===== src/rtl/wdg_pkg.sv =====
package wdg_pkg;
  localparam int DATA_W   = 16;
  localparam int KEY_W    = DATA_W / 2;
  localparam int OFF_CTL  = 0;
  localparam int OFF_CNT  = 2;
  localparam int OFF_RCE  = 4;
  localparam logic [KEY_W-1:0]  KEY_CTL   = 8'hA5;
  localparam logic [KEY_W-1:0]  KEY_CNT   = 8'h5A;
  localparam logic [DATA_W-1:0] CLR_WORD  = 16'hA500;

  // clocks per counter tick for a given clock select value
  function automatic int unsigned div_of(input int sel);
    case (sel)
      0:       div_of = 1;
      6:       div_of = 4096;
      7:       div_of = 16384;
      default: div_of = 32'd1 << (5 + sel);
    endcase
  endfunction
endpackage


===== src/rtl/wdg_prescaler.sv =====
module wdg_prescaler #(
  parameter int SEL_W = 3,
  parameter int PRE_W = 14
) (
  input  logic             clk,
  input  logic             rst,
  input  logic             run,
  input  logic             restart,
  input  logic [SEL_W-1:0] sel,
  output logic             tick
);
  import wdg_pkg::*;
  logic [PRE_W-1:0] phase_q;
  logic [PRE_W-1:0] limit;

  always_comb begin
    limit = PRE_W'(div_of(int'(sel)) - 1);
    tick  = run && !restart && (phase_q == limit);
  end

  always_ff @(posedge clk) begin
    if (rst || !run || restart || tick) phase_q <= '0;
    else                                phase_q <= phase_q + 1'b1;
  end
endmodule


===== src/rtl/wdg_count.sv =====
module wdg_count #(
  parameter int CNT_W = 8
) (
  input  logic             clk,
  input  logic             rst,
  input  logic             tick,
  input  logic             load,
  input  logic [CNT_W-1:0] load_val,
  output logic [CNT_W-1:0] cnt,
  output logic             wrap
);
  logic [CNT_W-1:0] cnt_q;
  assign cnt  = cnt_q;
  assign wrap = tick && !load && (&cnt_q);

  always_ff @(posedge clk) begin
    if (rst)       cnt_q <= '0;
    else if (load) cnt_q <= load_val;
    else if (tick) cnt_q <= cnt_q + 1'b1;
  end
endmodule


===== src/rtl/wdg_flag.sv =====
module wdg_flag (
  input  logic clk,
  input  logic rst,
  input  logic set,
  input  logic seen,
  input  logic clr_req,
  output logic ovf,
  output logic armed
);
  always_ff @(posedge clk) begin
    if (rst) begin
      ovf   <= 1'b0;
      armed <= 1'b0;
    end else if (set) begin
      ovf   <= 1'b1;
      armed <= 1'b0;
    end else if (clr_req && armed) begin
      ovf   <= 1'b0;
      armed <= 1'b0;
    end else if (seen && ovf) begin
      armed <= 1'b1;
    end
  end
endmodule


===== src/rtl/wdg_top.sv =====
module wdg_top #(
  parameter int ADDR_W = 3,
  parameter int CNT_W  = 8,
  parameter int SEL_W  = 3,
  parameter int PRE_W  = 14
) (
  input  logic                       clk,
  input  logic                       rst,
  input  logic [ADDR_W-1:0]          addr,
  input  logic                       wr_en,
  input  logic [wdg_pkg::DATA_W-1:0] wr_data,
  input  logic                       rd_en,
  output logic [wdg_pkg::DATA_W-1:0] rd_data,
  output logic                       sys_rst_o
);
  import wdg_pkg::*;

  logic             mode_q, run_q, rste_q;
  logic [SEL_W-1:0] sel_q;
  logic             hit_ctl, hit_cnt, hit_rce;
  logic             wr_ctl, wr_cnt, wr_rce, clr_req;
  logic             tick, wrap, ovf, armed;
  logic [CNT_W-1:0] cnt;

  always_comb begin
    hit_ctl = (addr == ADDR_W'(OFF_CTL));
    hit_cnt = (addr == ADDR_W'(OFF_CNT));
    hit_rce = (addr == ADDR_W'(OFF_RCE));
    wr_ctl  = wr_en && hit_ctl && (wr_data[DATA_W-1:KEY_W] == KEY_CTL);
    wr_cnt  = wr_en && hit_cnt && (wr_data[DATA_W-1:KEY_W] == KEY_CNT);
    wr_rce  = wr_en && hit_rce && (wr_data[DATA_W-1:KEY_W] == KEY_CNT);
    clr_req = wr_en && hit_rce && (wr_data == CLR_WORD);
  end

  always_ff @(posedge clk) begin
    if (rst) begin
      mode_q <= 1'b0;
      run_q  <= 1'b0;
      sel_q  <= '0;
      rste_q <= 1'b0;
    end else begin
      if (wr_ctl) begin
        mode_q <= wr_data[6];
        run_q  <= wr_data[5];
        sel_q  <= wr_data[SEL_W-1:0];
      end
      if (wr_rce) rste_q <= wr_data[6];
    end
  end

  wdg_prescaler #(.SEL_W(SEL_W), .PRE_W(PRE_W)) pre_i (
    .clk(clk), .rst(rst), .run(run_q), .restart(wr_cnt), .sel(sel_q), .tick(tick)
  );

  wdg_count #(.CNT_W(CNT_W)) cnt_i (
    .clk(clk), .rst(rst), .tick(tick), .load(wr_cnt),
    .load_val(wr_data[CNT_W-1:0]), .cnt(cnt), .wrap(wrap)
  );

  wdg_flag flag_i (
    .clk(clk), .rst(rst), .set(wrap), .seen(rd_en && hit_rce),
    .clr_req(clr_req), .ovf(ovf), .armed(armed)
  );

  always_ff @(posedge clk) begin
    if (rst) begin
      sys_rst_o <= 1'b0;
      rd_data   <= '0;
    end else begin
      sys_rst_o <= wrap && mode_q && rste_q;
      if (rd_en) begin
        rd_data <= '0;
        if (hit_ctl) rd_data <= DATA_W'({mode_q, run_q, 2'b00, sel_q});
        if (hit_cnt) rd_data <= DATA_W'(cnt);
        if (hit_rce) rd_data <= DATA_W'({ovf, rste_q, 6'b0});
      end
    end
  end
endmodule


===== config.mk =====
export PLATFORM = sky130hd
export DESIGN_NAME = wdg_top
export DESIGN_NICKNAME = d
export VERILOG_FILES = /design/src/rtl/wdg_pkg.sv /design/src/rtl/wdg_prescaler.sv /design/src/rtl/wdg_count.sv /design/src/rtl/wdg_flag.sv /design/src/rtl/wdg_top.sv
export SDC_FILE = /design/constraint.sdc
export NUM_CORES = 1
export LEC_CHECK = 0
export CAP_MARGIN = 5
export CORE_MARGIN = 4
export CORE_UTILIZATION = 52
export CTS_CLUSTER_DIAMETER = 40
export DETAILED_ROUTE_END_ITERATION = 12
export PLACE_DENSITY = 0.8
export RECOVER_POWER = 50
export SLEW_MARGIN = 20
export SYNTH_ARGS = -nofsm -noshare
export SYNTH_HDL_FRONTEND = slang
export SYNTH_SLANG_ARGS = --single-unit
export TNS_END_PERCENT = 20

===== constraint.sdc =====
create_clock -name clk -period 3.6 [get_ports clk]
set_input_delay 0.36 -clock clk [delete_from_list [all_inputs] [get_ports clk]]
set_output_delay 0.36 -clock clk [all_outputs]
set_load 0.01 [all_outputs]

### Word level (Yosys, flattened, before mapping)

Index checks and enable logic that the tools add are counted.

| word-level totals | value |
|---|---|
| bits in registers | 47 |
| bits of input ports | 23 |
| output and inout port bits | 17 |
| word-level logic and storage cells | 58 |

| cells by class | value |
|---|---|
| add/sub/neg operators | 4 |
| equality and inequality tests | 8 |
| shift operators | 1 |
| mux-type cells | 8 |
| reductions and logical operators | 27 |

Operators by type and width:

| cell | count |
|---|---|
| 14-bit one-hot mux with 3 select lines | 1 |
| 16-bit 2-to-1 mux | 2 |
| 16-bit equality test (second input constant) | 1 |
| 1-bit logical AND | 16 |
| 8-bit 2-to-1 mux | 2 |
| 14-bit by 1-bit adder with 14-bit output (second input constant) | 1 |
| 14-bit equality test | 1 |
| 1-bit by 4-bit << shifter with 14-bit output (first input constant) | 1 |
| 14-bit by 1-bit subtractor with 14-bit output (second input constant) | 1 |
| 3-bit equality test (second input constant) | 3 |
| 8-bit by 1-bit adder with 8-bit output (second input constant) | 1 |
| 8-bit by 7-bit equality test with 1-bit output (second input constant) | 1 |
| 8-bit equality test (second input constant) | 1 |
| 8-bit AND reduction | 1 |
| 7-bit 2-to-1 mux | 1 |
| 3-bit logical NOT | 2 |
| 3-bit by 3-bit adder with 4-bit output (first input constant) | 1 |
| 2-bit nonzero test | 2 |
| 3-bit by 2-bit equality test with 1-bit output (second input constant) | 1 |
| 1-bit logical OR | 3 |
| 3-bit OR reduction | 1 |
| 1-bit logical NOT | 2 |
| 1-bit 2-to-1 mux | 2 |

### Longest topological paths before layout

| depth | value |
|---|---|
| word-level depth | 10 |
| mapped depth | 10 |
| depth with buffers taken out | 8 |

### Cells and area by module

From an unflattened synthesis, not the netlist that was laid out.

| second synthesis, totals | value |
|---|---|
| cell total of the unflattened synthesis | 258 |
| area, all modules | 2,277.2 sq um |

Modules (own cells, without submodules):

| module | instances | cells each | area an instance (sq um) | seq. area each (sq um) |
|---|---|---|---|---|
| wdg_top | 1 | 98 | 904.6 | 300.3 |
| wdg_prescaler | 1 | 98 | 819.5 | 280.3 |
| wdg_count | 1 | 55 | 456.7 | 160.2 |
| wdg_flag | 1 | 7 | 96.3 | 40.0 |

### Worst setup path after synthesis

OpenSTA, ideal clock, no wires.

| timing path | value |
|---|---|
| path kind | reg2reg |
| start point | register sel_q[1] |
| end point | register cnt_i.cnt_q[5] (netlist: cnt_i.cnt[5]) |
| library setup time | 74 ps |
| arrival | 2,981 ps |
| required time | 3,526 ps |
| setup slack | 545 ps |
| stages on the path, launching flop included | 11 |
| buffers on the path | 2 |
| clock period less this slack | 3,055 ps |
| cell sequence | dfxtp_1 > buf_6 > or3_4 > ha_1 > or3_1 > a211oi_4 > o2111ai_2 > or4_4 > buf_6 > or3_1 > a31oi_1 |

| between the ends | value |
|---|---|
| word-level cells in the longest chain between the ends | 7 |
| elaborated cells on any way between the ends | 10 |
| those cells by class | add/sub: 2; eq/ne: 3; shift: 1; mux: 1; reduce/logical: 3 |

RTL lines:

| item | RTL line | source |
|---|---|---|
| start: declaration | wdg_top.sv:19 | `logic [SEL_W-1:0] sel_q;` |
| start signal: assignment | wdg_top.sv:45 | `sel_q <= wr_data[SEL_W-1:0];` |
| 3-bit by 3-bit adder with 4-bit output | wdg_pkg.sv:17 | `default: div_of = 32'd1 << (5 + sel);` |
| 1-bit by 4-bit << shifter with 14-bit output | wdg_pkg.sv:17 |  |
| 14-bit one-hot mux with 3 select lines (*) | wdg_pkg.sv:13 | `case (sel)` |
| 14-bit by 1-bit subtractor with 14-bit output (*) | wdg_prescaler.sv:17 | `limit = PRE_W'(div_of(int'(sel)) - 1);` |
| 14-bit equality test (*) | wdg_prescaler.sv:18 | `tick = run && !restart && (phase_q == limit);` |
| 1-bit logical AND (*) | wdg_prescaler.sv:18 |  |
| 2-bit nonzero test (no line) (*) | - |  |
| end signal: assignment | wdg_count.sv:18 | `else if (load) cnt_q <= load_val;` |
| end signal: assignment | wdg_count.sv:19 | `else if (tick) cnt_q <= cnt_q + 1'b1;` |
| end: declaration | wdg_count.sv:12 | `logic [CNT_W-1:0] cnt_q;` |

Mark *: on every way between the ends. The rest lies on a longest branch, timed or not.
A chain may end at the register's enable or synchronous reset.

### Final worst setup path

| timing path | value |
|---|---|
| start point | register sel_q[1] |
| end point | register cnt_i.cnt_q[3] (netlist: cnt_i.cnt[3]) |

Same word-level chain as after synthesis.

==> results.toml <==
[floorplanning]
ioPinCount = 40
core_area_um2 = 3770
die_h_um = 71.5
start_util = 0.556
num_rows = 22
fp.dieArea_um2 = 5110
fp.dieW_um = 71.5

[placed_design]
placedInstanceArea_um2 = 2390
io_buffers = 31
placed_cells = 312
place_congestion = 0.836
dp_hpwl_mm = 3.59

[synth]
syn_area_um2 = 2100
synth-simple-area-share = 0.284
yosys.area_share.xor_xnor = 0.0752
synth_compound_area_frac = 0.113
synth_cell_types = 45
yosysTopAreaCell = "dfxtp_1"
synth_seq_cells = 39
synthFlopType = "dfxtp_1"
synth_top_family_by_area = "simple AND/OR/NAND/NOR gates"
syn_inst = 244
synth_fa_ha_area_frac = 0.0179
synth.area.mux_share = 0.0699
synth.top_cell.area_share = 0.373
synth_edf_count = 0
ys_warn_count = 0
yosysSeqAreaShare = 0.373
syn_avg_cell_area_um2 = 8.59
synthArstFlopShare = 0
synthTopCellsByArea = "dfxtp_1 37%, nor2_1 6.6%, nand3_1 4.5%, mux2i_1 4.3%, xnor2_1 3.8%"

[pwr]
power_density_nw_per_um2 = 346
power_mw = 0.864
ir_drop_mv = 0.337
switching_share = 0.226
switchingPower_mw = 0.195
power_frac_seq = 0.499
power_frac_comb = 0.064
p_clk_frac = 0.437
internal_power_mw = 0.669
leakage_nw = 0.926

[worst_setup_path]
regToRegSetupSlack_ns = 0.32
cp-endpoint = "cnt_i.cnt[3]$_SDFFE_PP0P_"
required_ns = 3.83
worstReg2RegEnd = "cnt_i.cnt[3]$_SDFFE_PP0P_"
cp_max_fo = 12
crit_type = "reg2reg"
cp.arrival_ns = 3.51
rr_worst_depth = 8
crit_path_end_kind = "register"
worstSetupStartpoint = "sel_q[1]$_SDFFE_PP0P_"
startpoint_type = "register"
r2r_start = "sel_q[1]$_SDFFE_PP0P_"

[grt]
antenna_found_initial = 0
grt_pass1_vias = 1730
grt_max_degree = 24
grt_remaining_overflow = 0
globalRouteTotalUtil = 0.198
grt_pass1_wl_mm = 8.05

[route]
detail-route-antenna-nets = 0
routed_wl_mm = 4.82
post_drt_wl_per_cell_um = 15.1
drt_iter0_markers = 111
viasPerCell = 5.63
drc = 0
vias = 1803
first_pass_iters = 4

[timing]
rsz0062_at_grt = "no"
fmax_ghz = 0.305
setup_viol = 0
clock_skew_ns = 0.00689
tightest_slew_ns = 0.750
finalCritPeriodShare = 0.910
post-route-min-period_ns = 3.28
final_hold_viol_count = 0
finalSetupTns_ns = 0
slew_violations = 0
relSlewSlack = 0.496

[clocking]
cts_resized = 0
cts.htree.levels = 2
root_buffer = "clkbuf_8"
cts.sinks = 39
worstSkewPairLatency_ns = 0.30
clkTransAtPathRegs_ns = 0.08
cts_buffer_depth = 2
cts_buffers = 5
cts_tree = "yes"
holdBufCountCts = 0
postCtsSetupBuffers = 0

[final_layout]
final_cells = 320
design_area_um2 = 2500
drive_gt1_frac = 0.0809
syn2layout_area_growth_pct = 19.2
n_antenna_cell = 0
nets = 297

[job]
maxCapViolations = 0

[status]
status = "finished, final reports clean"

[worst_hold_path]
hold_class = "reg2reg"
-- placed cells by master (no fill, tap or decap), drive strengths merged, types with 2 or more instances in the layout --
master and instances:
nand3b 2, xnor2 9, and4 4, mux2 5, dfxtp 39, dlygate4sd3 12
and3 4, clkdlybuf4s50 19, nor3 4, nor3b 4, o21ai 2, buf 2
or3 8, nor4b 2, nor2 37, nand3 19, a211oi 5, clkinv 2
o2bb2a 3, inv 4, ha 3, conb 9, nor4bb 2, nand2 18
a22oi 4, a32oi 2, clkbuf 5, mux2i 9, nand4 3, or4 2
xor2 9, nor4 3, a21oi 3, a31oi 6
-- cell families (layout without fill, tap and decap cells) --
family	Yosys count	in the layout
AND/OR/NAND/NOR	114	114
flip-flops	39	39
AO/OA/AOI/OAI	30	30
buffers and inverters	24	45
XOR/XNOR	18	18
multiplexers	14	14
adder cells (fa/ha/maj)	3	3
other	2	9
-- power groups by stage --
stage / clock (mW) / combinational, mW / sequential [mW]
after floorplan: 0 / 0.0272 / 0.441
after global placement: 0 / 0.0551 / 0.441
after detailed placement: 0 / 0.0555 / 0.441
after CTS: 0.386 / 0.0559 / 0.431
after global routing: 0.400 / 0.0596 / 0.431
final: 0.378 / 0.0554 / 0.431
-- critical path, stage by stage, from the launching register on --
cell and delay (ns):
dfxtp_1 0.39, or3_4 0.42, ha_1 0.21, or3_1 0.41, a211oi_4 0.24, o2111ai_1 0.25
or4_4 0.68, or3_2 0.47, a31oi_1 0.13
-- state kept, by name (all words and copies together) (netlist names) --
signal         count
sel_q              3
mode_q             1
run_q              1
rste_q             1
pre_i.phase_q     14
flag_i.armed       1
flag_i.ovf         1
sys_rst_o          1
cnt_i.cnt          8
rd_data            8
-- cell type report --
| class | instances | area (um2) |
|---|---|---|
| Clock buffer | 5 | 68.8 |
| Timing Repair Buffer | 33 | 325 |
| Sequential cell | 39 | 781 |
| Multi-Input combinational cell | 188 | 1200 |
| Tap cell | 48 | 60.1 |
| Inverter | 4 | 15.0 |
| Fill cell | 337 | 1270 |
| Clock inverter | 3 | 47.5 |
-- through the flow --
step | hold slack, ns | utilization | setup WS (ns)
finish | 0.479 | 0.662 | 0.322
global route | 0.520 | 0.662 | 0.153
CTS | 0.489 | 0.664 | 0.401
detailed placement | 0.471 | 0.633 | 0.424
global placement | 0.456 | 0.633 | 0.485
floorplan | 0.433 | - | 0.545
-- synth_stat cells, drive strengths merged (4+ instances only) --
| master | number |
|---|---|
| a31oi | 6 |
| xor2 | 9 |
| or3 | 8 |
| nand3 | 19 |
| a22oi | 4 |
| buf | 10 |
| xnor2 | 9 |
| clkbuf | 10 |
| dfxtp | 39 |
| nor3 | 4 |
| mux2 | 5 |
| nor3b | 4 |
| mux2i | 9 |
| nor2 | 37 |
| and4 | 4 |
| a211oi | 5 |
| and3 | 4 |
| nand2 | 18 |
-- layer usage --
metal,vias to the layer above,GRT usage,part of all wire
met5,-,0,0
met3,5,0.0421,0.062
li1,909,-,-
met1,846,0.270,0.47
met2,43,0.306,0.46
met4,0,0.0752,0.0075
-- worst min-delay path by stage --
| stage | startpoint | end | depth (start not counted) |
|---|---|---|---|
| final | pre_i.phase_q[0]$_SDFF_PP0_ | pre_i.phase_q[0]$_SDFF_PP0_ | 1 |
| after global routing | pre_i.phase_q[0]$_SDFF_PP0_ | pre_i.phase_q[0]$_SDFF_PP0_ | 1 |
| after CTS | pre_i.phase_q[0]$_SDFF_PP0_ | pre_i.phase_q[0]$_SDFF_PP0_ | 1 |
| after detailed placement | pre_i.phase_q[0]$_SDFF_PP0_ | pre_i.phase_q[0]$_SDFF_PP0_ | 1 |
| after global placement | rd_data[6]$_SDFFE_PP0P_ | rd_data[6]$_SDFFE_PP0P_ | 2 |
| after floorplan | rst | cnt_i.cnt[1]$_SDFFE_PP0P_ | 1 |
Power figures use the tool's default switching activity.
